==> src/rtl/ilw_pc_pkg.sv <==
// Package ilw_pc_pkg
// Shared types for the interworking program counter unit: the mode encoding
// and the per-cycle operation selected from the request strobes.
// Assumes: the mode encoding 0 = wide, 1 = compact matches bit 0 of a
// switching branch target.
package ilw_pc_pkg;

    typedef enum logic {
        ISA_WIDE    = 1'b0,
        ISA_COMPACT = 1'b1
    } isa_e;

    typedef enum logic [1:0] {
        OP_HOLD  = 2'd0,
        OP_SEQ   = 2'd1,
        OP_JUMP  = 2'd2,
        OP_XJUMP = 2'd3
    } pc_op_e;

endpackage

==> src/rtl/ilw_req_select.sv <==
// Module ilw_req_select
// Turns the three request strobes into a single operation. The priority is
// fixed: mode-switching branch, then plain branch, then sequential step.
// Assumes: the strobes may be raised in any combination.
module ilw_req_select
    import ilw_pc_pkg::*;
(
    input  logic   adv_i,
    input  logic   br_i,
    input  logic   xbr_i,
    output pc_op_e op_o
);

    // Priority pick of one operation per cycle.
    always_comb begin
        if (xbr_i) begin
            op_o = OP_XJUMP;
        end else if (br_i) begin
            op_o = OP_JUMP;
        end else if (adv_i) begin
            op_o = OP_SEQ;
        end else begin
            op_o = OP_HOLD;
        end
    end

endmodule

==> src/rtl/ilw_step_adder.sv <==
// Module ilw_step_adder
// Computes the sequential successor of the PC. Wide mode always steps by 4.
// Compact mode steps by 2 or 4, depending on the reported instruction length.
// Assumes: the sum wraps modulo 2^ADDR_W.
module ilw_step_adder
    import ilw_pc_pkg::*;
#(
    parameter int ADDR_W = 32
) (
    input  logic [ADDR_W-1:0] pc_i,
    input  isa_e              isa_i,
    input  logic              len4_i,
    output logic [ADDR_W-1:0] sum_o
);

    localparam logic [ADDR_W-1:0] STEP_HALF = ADDR_W'(2);
    localparam logic [ADDR_W-1:0] STEP_WORD = ADDR_W'(4);

    logic [ADDR_W-1:0] step;

    // Select the step size from the mode and the instruction length.
    always_comb begin
        if (isa_i == ISA_COMPACT && !len4_i) begin
            step = STEP_HALF;
        end else begin
            step = STEP_WORD;
        end
    end

    // Modular add of the step.
    always_comb begin
        sum_o = pc_i + step;
    end

endmodule

==> src/rtl/ilw_next_pc.sv <==
// Module ilw_next_pc
// Works out the next PC, mode and fault from the chosen operation. Every
// value written to the PC is aligned for the mode in force after the write.
// The COMPACT_ONLY generate branch replaces a switch to wide mode with a
// fault that leaves the state as it is.
// Assumes: op_i comes from ilw_req_select, and sum_i is the sequential
// successor of pc_i.
module ilw_next_pc
    import ilw_pc_pkg::*;
#(
    parameter int ADDR_W       = 32,
    parameter bit COMPACT_ONLY = 1'b0
) (
    input  pc_op_e            op_i,
    input  logic [ADDR_W-1:0] pc_i,
    input  isa_e              isa_i,
    input  logic [ADDR_W-1:0] tgt_i,
    input  logic [ADDR_W-1:0] sum_i,
    output logic [ADDR_W-1:0] pc_nxt_o,
    output isa_e              isa_nxt_o,
    output logic              fault_nxt_o
);

    localparam logic [ADDR_W-1:0] MASK_HALF = ~ADDR_W'(1);
    localparam logic [ADDR_W-1:0] MASK_WORD = ~ADDR_W'(3);

    logic [ADDR_W-1:0] jump_tgt;
    logic [ADDR_W-1:0] xjump_tgt;
    isa_e              xjump_isa;
    logic              xjump_refused;

    // Plain branch target, aligned for the current mode.
    always_comb begin
        jump_tgt = (isa_i == ISA_COMPACT) ? (tgt_i & MASK_HALF)
                                          : (tgt_i & MASK_WORD);
    end

    // Mode requested by a switching branch, taken from target bit 0.
    always_comb begin
        xjump_isa = tgt_i[0] ? ISA_COMPACT : ISA_WIDE;
    end

    // Switching branch target, with the selector stripped and aligned for
    // the requested mode.
    always_comb begin
        xjump_tgt = (xjump_isa == ISA_COMPACT) ? (tgt_i & MASK_HALF)
                                               : (tgt_i & MASK_WORD);
    end

    // Profile variant: decide whether a switch to wide mode is refused.
    generate
        if (COMPACT_ONLY) begin : g_compact_only
            always_comb begin
                xjump_refused = (xjump_isa == ISA_WIDE);
            end
        end else begin : g_full
            always_comb begin
                xjump_refused = 1'b0;
            end
        end
    endgenerate

    // Final selection of the next state.
    always_comb begin
        pc_nxt_o    = pc_i;
        isa_nxt_o   = isa_i;
        fault_nxt_o = 1'b0;
        unique case (op_i)
            OP_SEQ: begin
                pc_nxt_o = sum_i;
            end
            OP_JUMP: begin
                pc_nxt_o = jump_tgt;
            end
            OP_XJUMP: begin
                if (xjump_refused) begin
                    fault_nxt_o = 1'b1;
                end else begin
                    pc_nxt_o  = xjump_tgt;
                    isa_nxt_o = xjump_isa;
                end
            end
            default: begin
                pc_nxt_o = pc_i;
            end
        endcase
    end

endmodule

==> src/rtl/ilw_pc_unit.sv <==
// Module ilw_pc_unit
// Top of the interworking program counter unit. It holds the PC, the mode
// flag and the registered fault pulse, and updates them once per cycle from
// the request strobes.
// Assumes: synchronous active-low reset. RESET_ADDR is masked to the
// alignment of the reset mode.
module ilw_pc_unit
    import ilw_pc_pkg::*;
#(
    parameter int                ADDR_W       = 32,
    parameter logic [ADDR_W-1:0] RESET_ADDR   = 32'h0000_0100,
    parameter bit                COMPACT_ONLY = 1'b0
) (
    input  logic              clk,
    input  logic              rst_n,
    input  logic              adv_i,
    input  logic              br_i,
    input  logic              xbr_i,
    input  logic [ADDR_W-1:0] tgt_i,
    input  logic              len4_i,
    output logic [ADDR_W-1:0] pc_o,
    output logic              compact_o,
    output logic              fault_o
);

    localparam isa_e              RESET_ISA = COMPACT_ONLY ? ISA_COMPACT : ISA_WIDE;
    localparam logic [ADDR_W-1:0] RESET_PC  = COMPACT_ONLY ? (RESET_ADDR & ~ADDR_W'(1))
                                                           : (RESET_ADDR & ~ADDR_W'(3));

    pc_op_e            op;
    isa_e              isa_q;
    isa_e              isa_nxt;
    logic [ADDR_W-1:0] pc_q;
    logic [ADDR_W-1:0] pc_nxt;
    logic [ADDR_W-1:0] seq_sum;
    logic              fault_q;
    logic              fault_nxt;

    ilw_req_select u_sel (
        .adv_i (adv_i),
        .br_i  (br_i),
        .xbr_i (xbr_i),
        .op_o  (op)
    );

    ilw_step_adder #(
        .ADDR_W (ADDR_W)
    ) u_step (
        .pc_i   (pc_q),
        .isa_i  (isa_q),
        .len4_i (len4_i),
        .sum_o  (seq_sum)
    );

    ilw_next_pc #(
        .ADDR_W       (ADDR_W),
        .COMPACT_ONLY (COMPACT_ONLY)
    ) u_next (
        .op_i        (op),
        .pc_i        (pc_q),
        .isa_i       (isa_q),
        .tgt_i       (tgt_i),
        .sum_i       (seq_sum),
        .pc_nxt_o    (pc_nxt),
        .isa_nxt_o   (isa_nxt),
        .fault_nxt_o (fault_nxt)
    );

    // State registers: PC, mode and fault pulse.
    always_ff @(posedge clk) begin
        if (!rst_n) begin
            pc_q    <= RESET_PC;
            isa_q   <= RESET_ISA;
            fault_q <= 1'b0;
        end else begin
            pc_q    <= pc_nxt;
            isa_q   <= isa_nxt;
            fault_q <= fault_nxt;
        end
    end

    // Drive the outputs from the registers.
    always_comb begin
        pc_o      = pc_q;
        compact_o = (isa_q == ISA_COMPACT);
        fault_o   = fault_q;
    end

endmodule

==> config.mk <==
export PLATFORM = sky130hd
export DESIGN_NAME = ilw_pc_unit
export DESIGN_NICKNAME = d
export VERILOG_FILES = /design/src/rtl/ilw_pc_pkg.sv /design/src/rtl/ilw_req_select.sv /design/src/rtl/ilw_step_adder.sv /design/src/rtl/ilw_next_pc.sv /design/src/rtl/ilw_pc_unit.sv
export SDC_FILE = /design/constraint.sdc
export NUM_CORES = 1
export LEC_CHECK = 0
export ABC_CLOCK_PERIOD_IN_PS = 2100
export BUFFER_PORTS_ARGS = -buffer_cell sky130_fd_sc_hd__buf_2
export CORE_MARGIN = 5
export CORE_UTILIZATION = 45
export DETAILED_ROUTE_END_ITERATION = 8
export MAX_ROUTING_LAYER = met4
export PLACE_DENSITY = 0.74
export SYNTH_ARGS = -nofsm -noshare
export SYNTH_HDL_FRONTEND = slang
export SYNTH_HIERARCHICAL = 1
export SYNTH_SLANG_ARGS = --single-unit
==> constraint.sdc <==
create_clock -name clk -period 2.1 [get_ports clk]
set_input_delay 0.21 -clock clk [delete_from_list [all_inputs] [get_ports clk]]
set_output_delay 0.21 -clock clk [all_outputs]
set_load 0.1 [all_outputs]
======== Yosys cells after proc, flatten, opt, wreduce, memory -nomap -nowiden ========
Index checks and enable logic that the tools add are counted.
Widths: inputs -> output; s select.
cells by class
  add/sub/neg operators ................... 1
  equal/unequal tests ..................... 3
  muxes and demuxes ....................... 8
  reductions and logical operators ........ 3
operator list
  operator            number
  $pmux 32 s3         1
  $add 32x32->32      1
  $mux 2              4
  $eq 2x2->1 const B  2
  $mux 3              1
  $reduce_bool 3->1   1
  $eq 2x1->1 const B  1
  $mux 1              2
  $logic_and 1x1->1   1
  $logic_not 1->1     1
storage, ports and cells
  bits in registers ....................... 33
  bits of input ports ..................... 38
  output and inout port bits .............. 34

======== Depth between registers and ports, before layout ========
Gate-level depths: netlist of the first run.
  depth after elaboration ................. 5
  depth in mapped cells ................... 12
  gate-level depth less buffers ........... 11

======== Hierarchy ========
Netlist of the first run, hierarchy kept.
by module, submodules not included
  module          times used  cells an instance  area an instance (um^2)
  ilw_pc_unit     1           71                 950.9
  ilw_next_pc     1           111                732.0
  ilw_step_adder  1           92                 694.4
  ilw_req_select  1           3                  17.5

======== Worst setup path after synthesis of the first run ========
Ideal clock, no wire load.
  path kind ............................... register to register
  start point ............................. register isa_q, in the netlist compact_o
  end point ............................... register pc_q[23], in the netlist pc_o[23]
  setup time .............................. 116 ps
  data arrival time ....................... 3001 ps
  data required time ...................... 1984 ps
  slack ................................... -1017 ps
  cell stages (with the launch flop) ...... 13
  buffers on the path ..................... 1
  path through ............................ dfxtp_1 nand2b_1 inv_1 ha_1 fa_1 and4_1 buf_4 nor4b_4 nand4_1 xnor2_1 mux2i_1 o21ai_1 and2_2
on the way
  cells in the longest elaborated chain, start to end .. 4
RTL lines
  item                    RTL line              source
  start, declared         ilw_pc_unit.sv:31     isa_e isa_q;
  start signal, assigned  ilw_pc_unit.sv:77     isa_q <= isa_nxt;
  $logic_and 1x1->1       ilw_step_adder.sv:23  if (isa_i == ISA_COMPACT && !len4_i) begin
  $mux 3                  ilw_step_adder.sv:23
  $add 32x32->32          ilw_step_adder.sv:32  sum_o = pc_i + step;
  via seq_sum[23]         ilw_pc_unit.sv:35     logic [ADDR_W-1:0] seq_sum;
  $pmux 32 s3             ilw_next_pc.sv:68     unique case (op_i)
  via pc_nxt[23]          ilw_pc_unit.sv:34     logic [ADDR_W-1:0] pc_nxt;
  end signal, assigned    ilw_pc_unit.sv:76     pc_q <= pc_nxt;
  end, declared           ilw_pc_unit.sv:33     logic [ADDR_W-1:0] pc_q;
The timed path passes the listed nets, and every way through them passes these cells.
A chain may end at the register's enable or synchronous reset.

======== Worst setup path in the final report of the first run ========
  start point ............................. register isa_q, in the netlist compact_o
  end point ............................... register pc_q[31], in the netlist pc_o[31]
Same word-level chain as after synthesis.

==> summary.md, run 1 <==
| Metric | Value |
|---|---|
| Slew Viols, Final | 0 |
| PD cells | ~620 mW/mm^2 |
| VDD IR max | 308.3 uV |
| DR vias | 2112 |
| Total Power | 1.896 mW |
| Mapped Area | 0.002395 sq mm |
| Worst Hold Class | in -> reg |
| Ys Warns | 6 |
| Core Region | around 0.0051 sq mm |
| Commonest non-fill, non-tap cell in the layout | buf_2 |
| Final WS setup | 0.009741 ns |
| CP startpoint kind | flip-flop |
| P_leak | 1.465 nW |
| Final #Nets | 391 |
| Clk buf depth | 2 |
| Highest clock rate | 0.4784 GHz |
| Prevailing post-synth register cell | dfxtp_1 |
| EDFF count, synth | 0 |
| Post-layout minimum cycle time | ~2.1 ns |
| Gr usage total | 16.22% |
| Reg2Reg Launch Point | compact_o$_SDFF_PN0_ |
| Initial antenna violation count | 0 |
| Most frequent cells in the layout | buf_2, nand2_1, mux2i_1 |
| Post-synth ARST share | 0% |
| Hold_ws | 0.2120 ns |
| Placed cell area | between 0.002 and 0.003 sq mm |
| Status | finished, final reports clean |
| Residual DRC count | 0 |
| Die Wd | 82.95 um |
| Number of diodes | 0 |
| Met1 Use GR | 19.38% |
| Port Buffers | 71 |
| Global route overflow | 0 |
| # Max-Cap Violations | 0 |
| Sum Neg Setup Slack | 0 ns |
| Die Ht | 82.95 um |
| Pin count of the biggest net entering global routing | 40 |
| Period utilization | 99.54% |
| # fillers | 509 |
| Worst-Margin Slew | 0.5200 ns |
| Worst clock skew | 0.004346 ns |
| Number of hold violations in the final report | 0 |
| TritonCTS clock tree | built |
| Syn-to-layout area delta | 27.27% |
| Slew HR | approximately two thirds |
| Mapped Cells | 277 |
| Sequential share of the synthesized area | 28.42% |
| CTS buffer count | 5 |
| Clock transition time at the flip-flop clock pins of the worst setup and hold paths | 0.07 ns |
| Critical Path Source | compact_o$_SDFF_PN0_ |
| Clock Latency Late Sink | 0.28 ns |
| Clock sinks | 34 |
| GR Util met2 | a little over a quarter |
| Mean post-synth cell area | 8.645 sq um |
| Synth Net Count | 318 |
| Critical path capture point type | flip-flop |
| Layout cells sized above 1 | 48.43% |
| First-pass GRT wire length | 9.273 mm |
| Storage cell area | 753.2 sq um |
| Register bit total from synthesis | 34 |
| Detail Placement HPWL | 4.069 mm |
| Routability Congestion | roughly 0.84 |
| GR peak layer | met2 |
| Post-synthesis cell type count | 41 |
| DRC violation total after the first TritonRoute iteration | 99 |
| Antenna viol nets, final | 0 |
| Routing usage on met3 | 4.950% |
| Initial Utilization | 46.59% |
| Crit Path Max Fanout | 3 |
| Final setup viols | 0 |
| Worst EP required | approximately 2.3 ns |
| Vias in the first global route | 2055 |
| Unrepaired setup endpoints after global routing | true |
| Boundary Pins | a little over 70 |
| Critical path class | reg -> reg |
| Area of the multi-input gates | 0.001614 sq mm |
| Final wirelength | 5.499 mm |
| Drt wl/cell | 13.06 um |
| CP arrival | between 2 and 2.5 ns |
| FP Rows | 26 |
| CTS root buf | clkbuf_8 |
| Post-Place Setup Slack | -0.1305 ns |
| H-tree levels | 2 |
| Die area | 0.006881 sq mm |
| First-pass DRT Iterations | 4 |
| Post-Layout Inst Area | 0.003048 sq mm |
| Worst hold start | tgt_i[8] |
| Via density | around 5.0 |
## kinds of logic (layout without fill, tap and decap cells)
family | after synthesis | after routing | synth area share (%)
XOR/XNOR | 29 | 29 | 10.61
flip-flops | 34 | 34 | 28.42
multiplexers | 34 | 34 | 14.26
adder cells (fa/ha/maj) | 3 | 3 | 1.881
other | 1 | 1 | 0.1566
AO/OA/AOI/OAI | 33 | 33 | 7.210
AND/OR/NAND/NOR | 121 | 121 | 31.14
buffers and inverters | 22 | 96 | 6.322
## per-stage QoR
step / util [%] / cells
detailed placement: 56.72 / 411
finish: 59.30 / 421
global route: 59.30 / 421
global placement: 56.72 / 411
CTS: 59.10 / 420
floorplan: - / 277
## power by group
part / internal [mW] / switching (mW) / leakage [nW] / total [mW]
clock network: 0.295 / 0.239 / 0.0519 / 0.533
registers: 0.684 / 0.0583 / 0.295 / 0.743
logic: 0.186 / 0.434 / 1.12 / 0.620
## cell usage after synthesis (2+ instances only)
library cell / count / area (sq um)
nand2_1: 39 / 146.4
nor2_1: 8 / 30.03
and2_2: 33 / 247.7
and3_1: 2 / 12.51
o21ai_0: 2 / 10.01
o21ai_1: 27 / 135.1
buf_8: 2 / 30.03
and4_1: 2 / 17.52
nand3_1: 10 / 50.05
xor2_1: 5 / 43.79
nand4_1: 9 / 56.30
nand4b_1: 2 / 17.52
ha_1: 2 / 25.02
buf_4: 4 / 30.03
nand3_2: 2 / 20.02
dfxtp_1: 34 / 680.7
mux2i_1: 33 / 330.3
nor4_4: 2 / 42.54
buf_2: 3 / 15.01
nand2b_1: 4 / 25.02
clkbuf_1: 3 / 11.26
clkbuf_2: 3 / 15.01
xnor2_1: 24 / 210.2
inv_1: 5 / 18.77
## per-layer routing
metal,part of all wire [%],up-vias
met5,0,-
met3,6.7,8
met1,46,952
met2,47,73
li1,-,1079
met4,1.1,0
## worst max-delay path, stage by stage (launching register included)
cell	delay, ns
dfxtp_4	0.36
nand2b_4	0.06
inv_2	0.06
ha_4	0.12
fa_2	0.19
and4_4	0.23
buf_6	0.11
nor3b_2	0.15
nand4_1	0.16
xnor2_1	0.17
mux2i_1	0.14
o21ai_1	0.07
and2_4	0.15
## registers in the layout (all words and copies together) (netlist names)
| signal | flops |
|---|---|
| pc_o | 32 |
| compact_o | 1 |
| fault_o | 1 |
## repair_timing
item / CTS / global route
buffers inserted: 1 / 1
endpoints found under the setup margin: 7 / 17
endpoints found under the hold margin: 0 / 0
hold buffers: 0 / 0
pin swaps: 5 / 6
gates resized for setup: 4 / 1
## worst paths after layout
path	slack, ns	endpoint	cells past startpoint
worst max-delay path	0.01	pc_o[31]$_SDFF_PN0_	12
worst min-delay path	0.21	pc_o[8]$_SDFF_PN1_	4
worst max register to register	0.01	pc_o[31]$_SDFF_PN0_	12
worst min register to register	0.65	pc_o[0]$_SDFF_PN0_	3
## area by class of cell
type | count | share of cell area (%)
clock buffers | 7 | 3.161
flip-flops and latches | 34 | 24.71
repair buffers | 83 | 15.56
inverters | 5 | 0.6158
well taps | 70 | 2.874
clock inverters | 1 | 0.1232
multi-input cells | 221 | 52.96
Note: power is estimated with default switching activity, not from simulation.
==> run 2, diff against run 1 <==
- PLACE_DENSITY: 0.74 -> not set
- PLACE_DENSITY_LB_ADDON: not set -> 0.08
==> summary.md, run 2 (same netlist as run 1, synthesis figures left out) <==
| Metric | Value |
|---|---|
| Status | complete, but fails checks |
| Failing checks | setup timing |
| Global route overflow | 0 |
| DRC violation total after the first TritonRoute iteration | 51 |
| Clock sinks | 34 |
| Antenna viol nets, final | 0 |
| H-tree levels | 2 |
| Syn-to-layout area delta | 28.53% |
| Critical path capture point type | flip-flop |
| Initial antenna violation count | 0 |
| Routability Congestion | a little under 0.8 |
| Hold_buf cts | 0 |
| Highest clock rate | 0.4671 GHz |
| # Max-Cap Violations | 0 |
| Worst path slowest cell | dfxtp_4 |
| Total Power | 1.845 mW |
| Core Region | about 0.0051 sq mm |
| Gr usage total | 17.20% |
| CP Cell Sequence | nand2b_4, inv_2, ha_4, fa_2, and4_4, buf_4, buf_6, nor3b_2, nand4_1, xnor2_1, mux2i_1, o21ai_1, and2_4 |
| Worst Hold Class | in -> reg |
| Pin count of the biggest net entering global routing | 37 |
| Sum Neg Setup Slack | -0.06413 ns |
| Clock transition time at the flip-flop clock pins of the worst setup and hold paths | 0.08 ns |
| Most frequent cells in the layout | buf_2, nand2_1, mux2i_1 |
| VDD IR max | ~310 uV |
| Number of diodes | 0 |
| Detail Placement HPWL | about 4.0 mm |
| FP Rows | 26 |
| Post-Place Setup Slack | -0.1648 ns |
| P_leak | between 1 and 1.5 nW |
| Largest register FFs | 32 |
| TritonCTS clock tree | built |
| Final #Nets | 397 |
| Storage cell area | 753.2 sq um |
| # fillers | 524 |
| Post-layout minimum cycle time | 2.141 ns |
| Final setup viols | 3 |
| CP startpoint kind | flip-flop |
| Clk buf depth | 2 |
| CTS root buf | clkbuf_8 |
| Placed cell area | a little under 0.003 sq mm |
| Final wirelength | 5.582 mm |
| Port Buffers | 71 |
| First-pass DRT Iterations | 4 |
| PD cells | 599.5 mW/mm^2 |
| Drt wl/cell | ~13 um |
| Die Wd | about 83 um |
| Number of hold violations in the final report | 0 |
| Worst clock skew | 0.009195 ns |
| Final WS setup | -0.04064 ns |
| Die area | 0.006881 sq mm |
| CP arrival | approximately 2.3 ns |
| DR vias | about 2100 |
| Critical path class | reg -> reg |
| Post-Layout Inst Area | between 0.003 and 0.004 sq mm |
| Residual DRC count | 0 |
| First-pass GRT wire length | 9.777 mm |
| Crit-path max cell delay | 0.35 ns |
| Layout cells sized above 1 | 49.30% |
| CTS buffer count | 5 |
| Unrepaired setup endpoints after global routing | true |
| Initial Utilization | between 40% and 50% |
| Boundary Pins | 72 |
| Die Ht | slightly above 80 um |
| Slew Viols, Final | 0 |
| Worst-Margin Slew | roughly 0.56 ns |
| Clock Latency Late Sink | roughly 0.29 ns |
| Vias in the first global route | 2175 |
| Crit Path Max Fanout | 4 |
| Via density | approximately 5.0 |
| Commonest non-fill, non-tap cell in the layout | buf_2 |
| Slew HR | 62.96% |
| Worst EP required | 2.29 ns |
| Area of the multi-input gates | 0.001615 sq mm |
| Period utilization | 101.9% |
==> run 2: worst paths after layout <==
check	slack, ns	start	depth (start not counted)	endpoint
max	-0.04	compact_o$_SDFF_PN0_	13	pc_o[31]$_SDFF_PN0_
min	0.21	tgt_i[8]	4	pc_o[8]$_SDFF_PN1_
max reg2reg	-0.04	compact_o$_SDFF_PN0_	13	pc_o[31]$_SDFF_PN0_
min reg2reg	0.64	pc_o[0]$_SDFF_PN0_	3	pc_o[0]$_SDFF_PN0_
==> run 2: layer usage <==
metal	vias to the layer above	part of all wire (%)	GRT usage, %
met2	57	47	29.37
li1	1092	-	-
met1	967	46	19.46
met3	7	5.6	4.653
met5	-	0	-
met4	0	1.3	5.646
==> run 2: what timing repair did <==
action / in CTS / in global routing
resized for setup: 2 / 2
gates cloned: 0 / 0
setup endpoints to repair: 7 / 19
hold endpoints to repair: 0 / 0
buffers inserted: 1 / 5
pin swaps: 4 / 9
==> run 2: worst max-delay path: cells and delay by family (launching register included) <==
| family | cells | cell delay, ns |
|---|---|---|
| and+or+nand+nor | 5 | 0.64 |
| adders and majority gates | 2 | 0.49 |
| DFF | 1 | 0.35 |
| buffers and inverters | 3 | 0.28 |
| muxes | 1 | 0.14 |
| xor gates and xnor gates | 1 | 0.07 |
| AOI/OAI and AO/OA | 1 | 0.07 |
==> run 2: layout make-up <==
type | count | share of cell area, %
Multi-Input combinational cell | 221 | 52.48
Sequential cell | 34 | 24.47
Timing Repair Buffer | 89 | 16.87
Tap cell | 70 | 2.846
Clock buffer | 5 | 2.236
Inverter | 5 | 0.6098
Clock inverter | 3 | 0.4878
==> run 2: stage by stage <==
| step | instances | utilization [%] | hold WS (ns) |
|---|---|---|---|
| after CTS | 422 | 58.98 | 0.1989 |
| final | 427 | 59.88 | 0.2060 |
| after detailed placement | 413 | 57.01 | 0.4982 |
| after floorplan | 277 | - | 0.3501 |
| after global routing | 427 | 59.88 | 0.2258 |
| after global placement | 413 | 57.01 | 0.4903 |
==> run 2: where the power goes <==
| part | leakage, nW | total (mW) | internal (mW) | switching (mW) |
|---|---|---|---|---|
| logic | 1.15 | 0.618 | 0.187 | 0.431 |
| registers | 0.295 | 0.743 | 0.684 | 0.0591 |
| clock network | 0.0459 | 0.484 | 0.228 | 0.256 |
| total | 1.49 | 1.85 | 1.10 | 0.747 |
==> run 3, diff against run 2 <==
- ABC_CLOCK_PERIOD_IN_PS: 2100 -> 2640
- clock period: 2.1 -> 2.64 ns (I/O delays scaled with it)
==> summary.md, run 3 (same netlist as run 1, synthesis figures left out) <==
| Metric | Value |
|---|---|
| Highest clock rate | 0.4190 GHz |
| Post-layout minimum cycle time | 2.387 ns |
| CP startpoint kind | flip-flop |
| Initial antenna violation count | 0 |
| Die Ht | 82.95 um |
| Worst path bufs/invs | 1 |
| First-pass DRT Iterations | 4 |
| Worst Hold Class | in -> reg |
| Critical path capture point type | flip-flop |
| Clk buf depth | 2 |
| Sum Neg Setup Slack | 0 ns |
| Period utilization | between 90% and 100% |
| Drt wl/cell | 12.71 um |
| Hold_buf cts | 0 |
| TritonCTS clock tree | built |
| Crit Path Max Fanout | 5 |
| CTS root buf | clkbuf_8 |
| Die Wd | 82.95 um |
| Via density | 4.877 |
| Clk pwr share | 25.4% |
| Sequential share of power | 41.5% |
| Clock transition time at the flip-flop clock pins of the worst setup and hold paths | 0.06 ns |
| Residual DRC count | 0 |
| Area of the multi-input gates | 0.001565 sq mm |
| FP Rows | 26 |
| Layout cells sized above 1 | 37.79% |
| Core Region | 0.005140 sq mm |
| Critical path class | reg -> reg |
| Placed cell area | about 0.0028 sq mm |
| DR vias | 2019 |
| Worst EP required | 2.81 ns |
| CP Cell Sequence | nand2b_1, inv_1, ha_1, fa_1, and4_2, nor4b_4, nand4_1, xnor2_1, mux2i_1, o21ai_1, and2_2 |
| Vias in the first global route | 1930 |
| Final setup viols | 0 |
| Unrepaired setup endpoints after global routing | false |
| CTS buffer count | 5 |
| PD cells | 502.2 mW/mm^2 |
| # Max-Cap Violations | 0 |
| Die area | 0.006881 sq mm |
| Storage cell area | 688.2 sq um |
| Switching Fraction | between 30% and 40% |
| Final wirelength | 5.263 mm |
| Clock Latency Late Sink | 0.28 ns |
| NetSw | 0.5630 mW |
| VDD IR max | 315.0 uV |
| P_leak | approximately 1.4 nW |
| Commonest non-fill, non-tap cell in the layout | buf_2 |
| Slew Viols, Final | 0 |
| Routability Congestion | 0.7788 |
| Initial Utilization | around 47% |
| Status | finished, final reports clean |
| Detail Placement HPWL | approximately 3.9 mm |
| Clock sinks | 34 |
| Number of hold violations in the final report | 0 |
| Boundary Pins | 72 |
| Gr usage total | ~16% |
| # fillers | roughly 520 |
| Number of diodes | 0 |
| Pin count of the biggest net entering global routing | 35 |
| DRC violation total after the first TritonRoute iteration | 58 |
| Port Buffers | 71 |
| CP delay by family, top | simple AND/OR/NAND/NOR gates |
| Internal power | 0.8613 mW |
| CP arrival | 2.56 ns |
| First-pass GRT wire length | 9.128 mm |
| Final #Nets | 385 |
| Post-Layout Inst Area | 0.002836 sq mm |
| Most frequent cells in the layout | buf_2, nand2_1, and2_2, mux2i_1, dfxtp_1 |
| Global route overflow | 0 |
| Worst clock skew | 0.004326 ns |
| Syn-to-layout area delta | 18.44% |
| H-tree levels | 2 |
| Largest register FFs | 32 |
| Slew HR | 66.73% |
| Antenna viol nets, final | 0 |
| Worst-Margin Slew | 0.4973 ns |
| Crit-path max cell delay | approximately 0.36 ns |
| Gate power share | 33.1% |
| Worst path slowest cell | dfxtp_4 |
## run 3: cell count changes in the layout (fill, tap and decap cells not counted), sizes merged
cell	delta
buf	-12
clkbuf	+2
clkinv	-2
inv	-1
## run 3: per-layer routing
layer,routed length (um),up-vias,track usage [%]
li1,-,1075,-
met1,2572,899,20.38
met2,2402,41,25.29
met3,252,4,4.059
met4,35,0,4.012
met5,0,-,-
## run 3: layout make-up
type	count	share of cell area, %
inverters	5	0.6617
clock buffers	7	2.691
well taps	70	3.088
multi-input cells	221	55.18
flip-flops and latches	34	24.26
repair buffers	77	14.12
## run 3: tightest hold or removal path, delay by kind of cell
family,cells,cell delay (ns)
simple gates,2,0.13
buf+inv,1,0.07
compound gates,1,0.04
## run 3: metrics by stage
step | setup slack (ns) | util [%] | hold WS, ns | std cells | total power [mW]
2_1_floorplan | 0.01033 | - | 0.4002 | 277 | 0.9987
3_3_place_gp | 0.1462 | 53.53 | 0.5433 | 406 | 1.076
3_5_place_dp | 0.09131 | 53.53 | 0.5462 | 406 | 1.078
4_1_cts | 0.1809 | 55.01 | 0.2539 | 413 | 1.446
5_1_grt | 0.03409 | 55.18 | 0.2597 | 414 | 1.503
6_report | 0.2531 | 55.18 | 0.2627 | 414 | 1.424
## run 3: final timing paths
kind                             start  slack, ns  cells after the start             endpoint
setup / recovery  compact_o$_SDFF_PN0_       0.25                     11  pc_o[23]$_SDFF_PN0_
hold / removal                tgt_i[8]       0.26                      4   pc_o[8]$_SDFF_PN1_
setup reg to reg  compact_o$_SDFF_PN0_       0.25                     11  pc_o[23]$_SDFF_PN0_
hold reg to reg     pc_o[0]$_SDFF_PN0_       0.64                      3   pc_o[0]$_SDFF_PN0_
## run 3: power groups by stage
stage	sequential, mW	combinational, mW	clock (mW)
final	0.591	0.472	0.361
after global routing	0.600	0.503	0.400
after CTS	0.592	0.476	0.378
after detailed placement	0.604	0.475	0
after global placement	0.604	0.472	0
after floorplan	0.828	0.171	0
## run 3: what timing repair did
action                                 CTS  global route
setup buffers                            0             1
setup endpoints to repair                0             3
endpoints found under the hold margin    0             0
resized for setup                        0             1
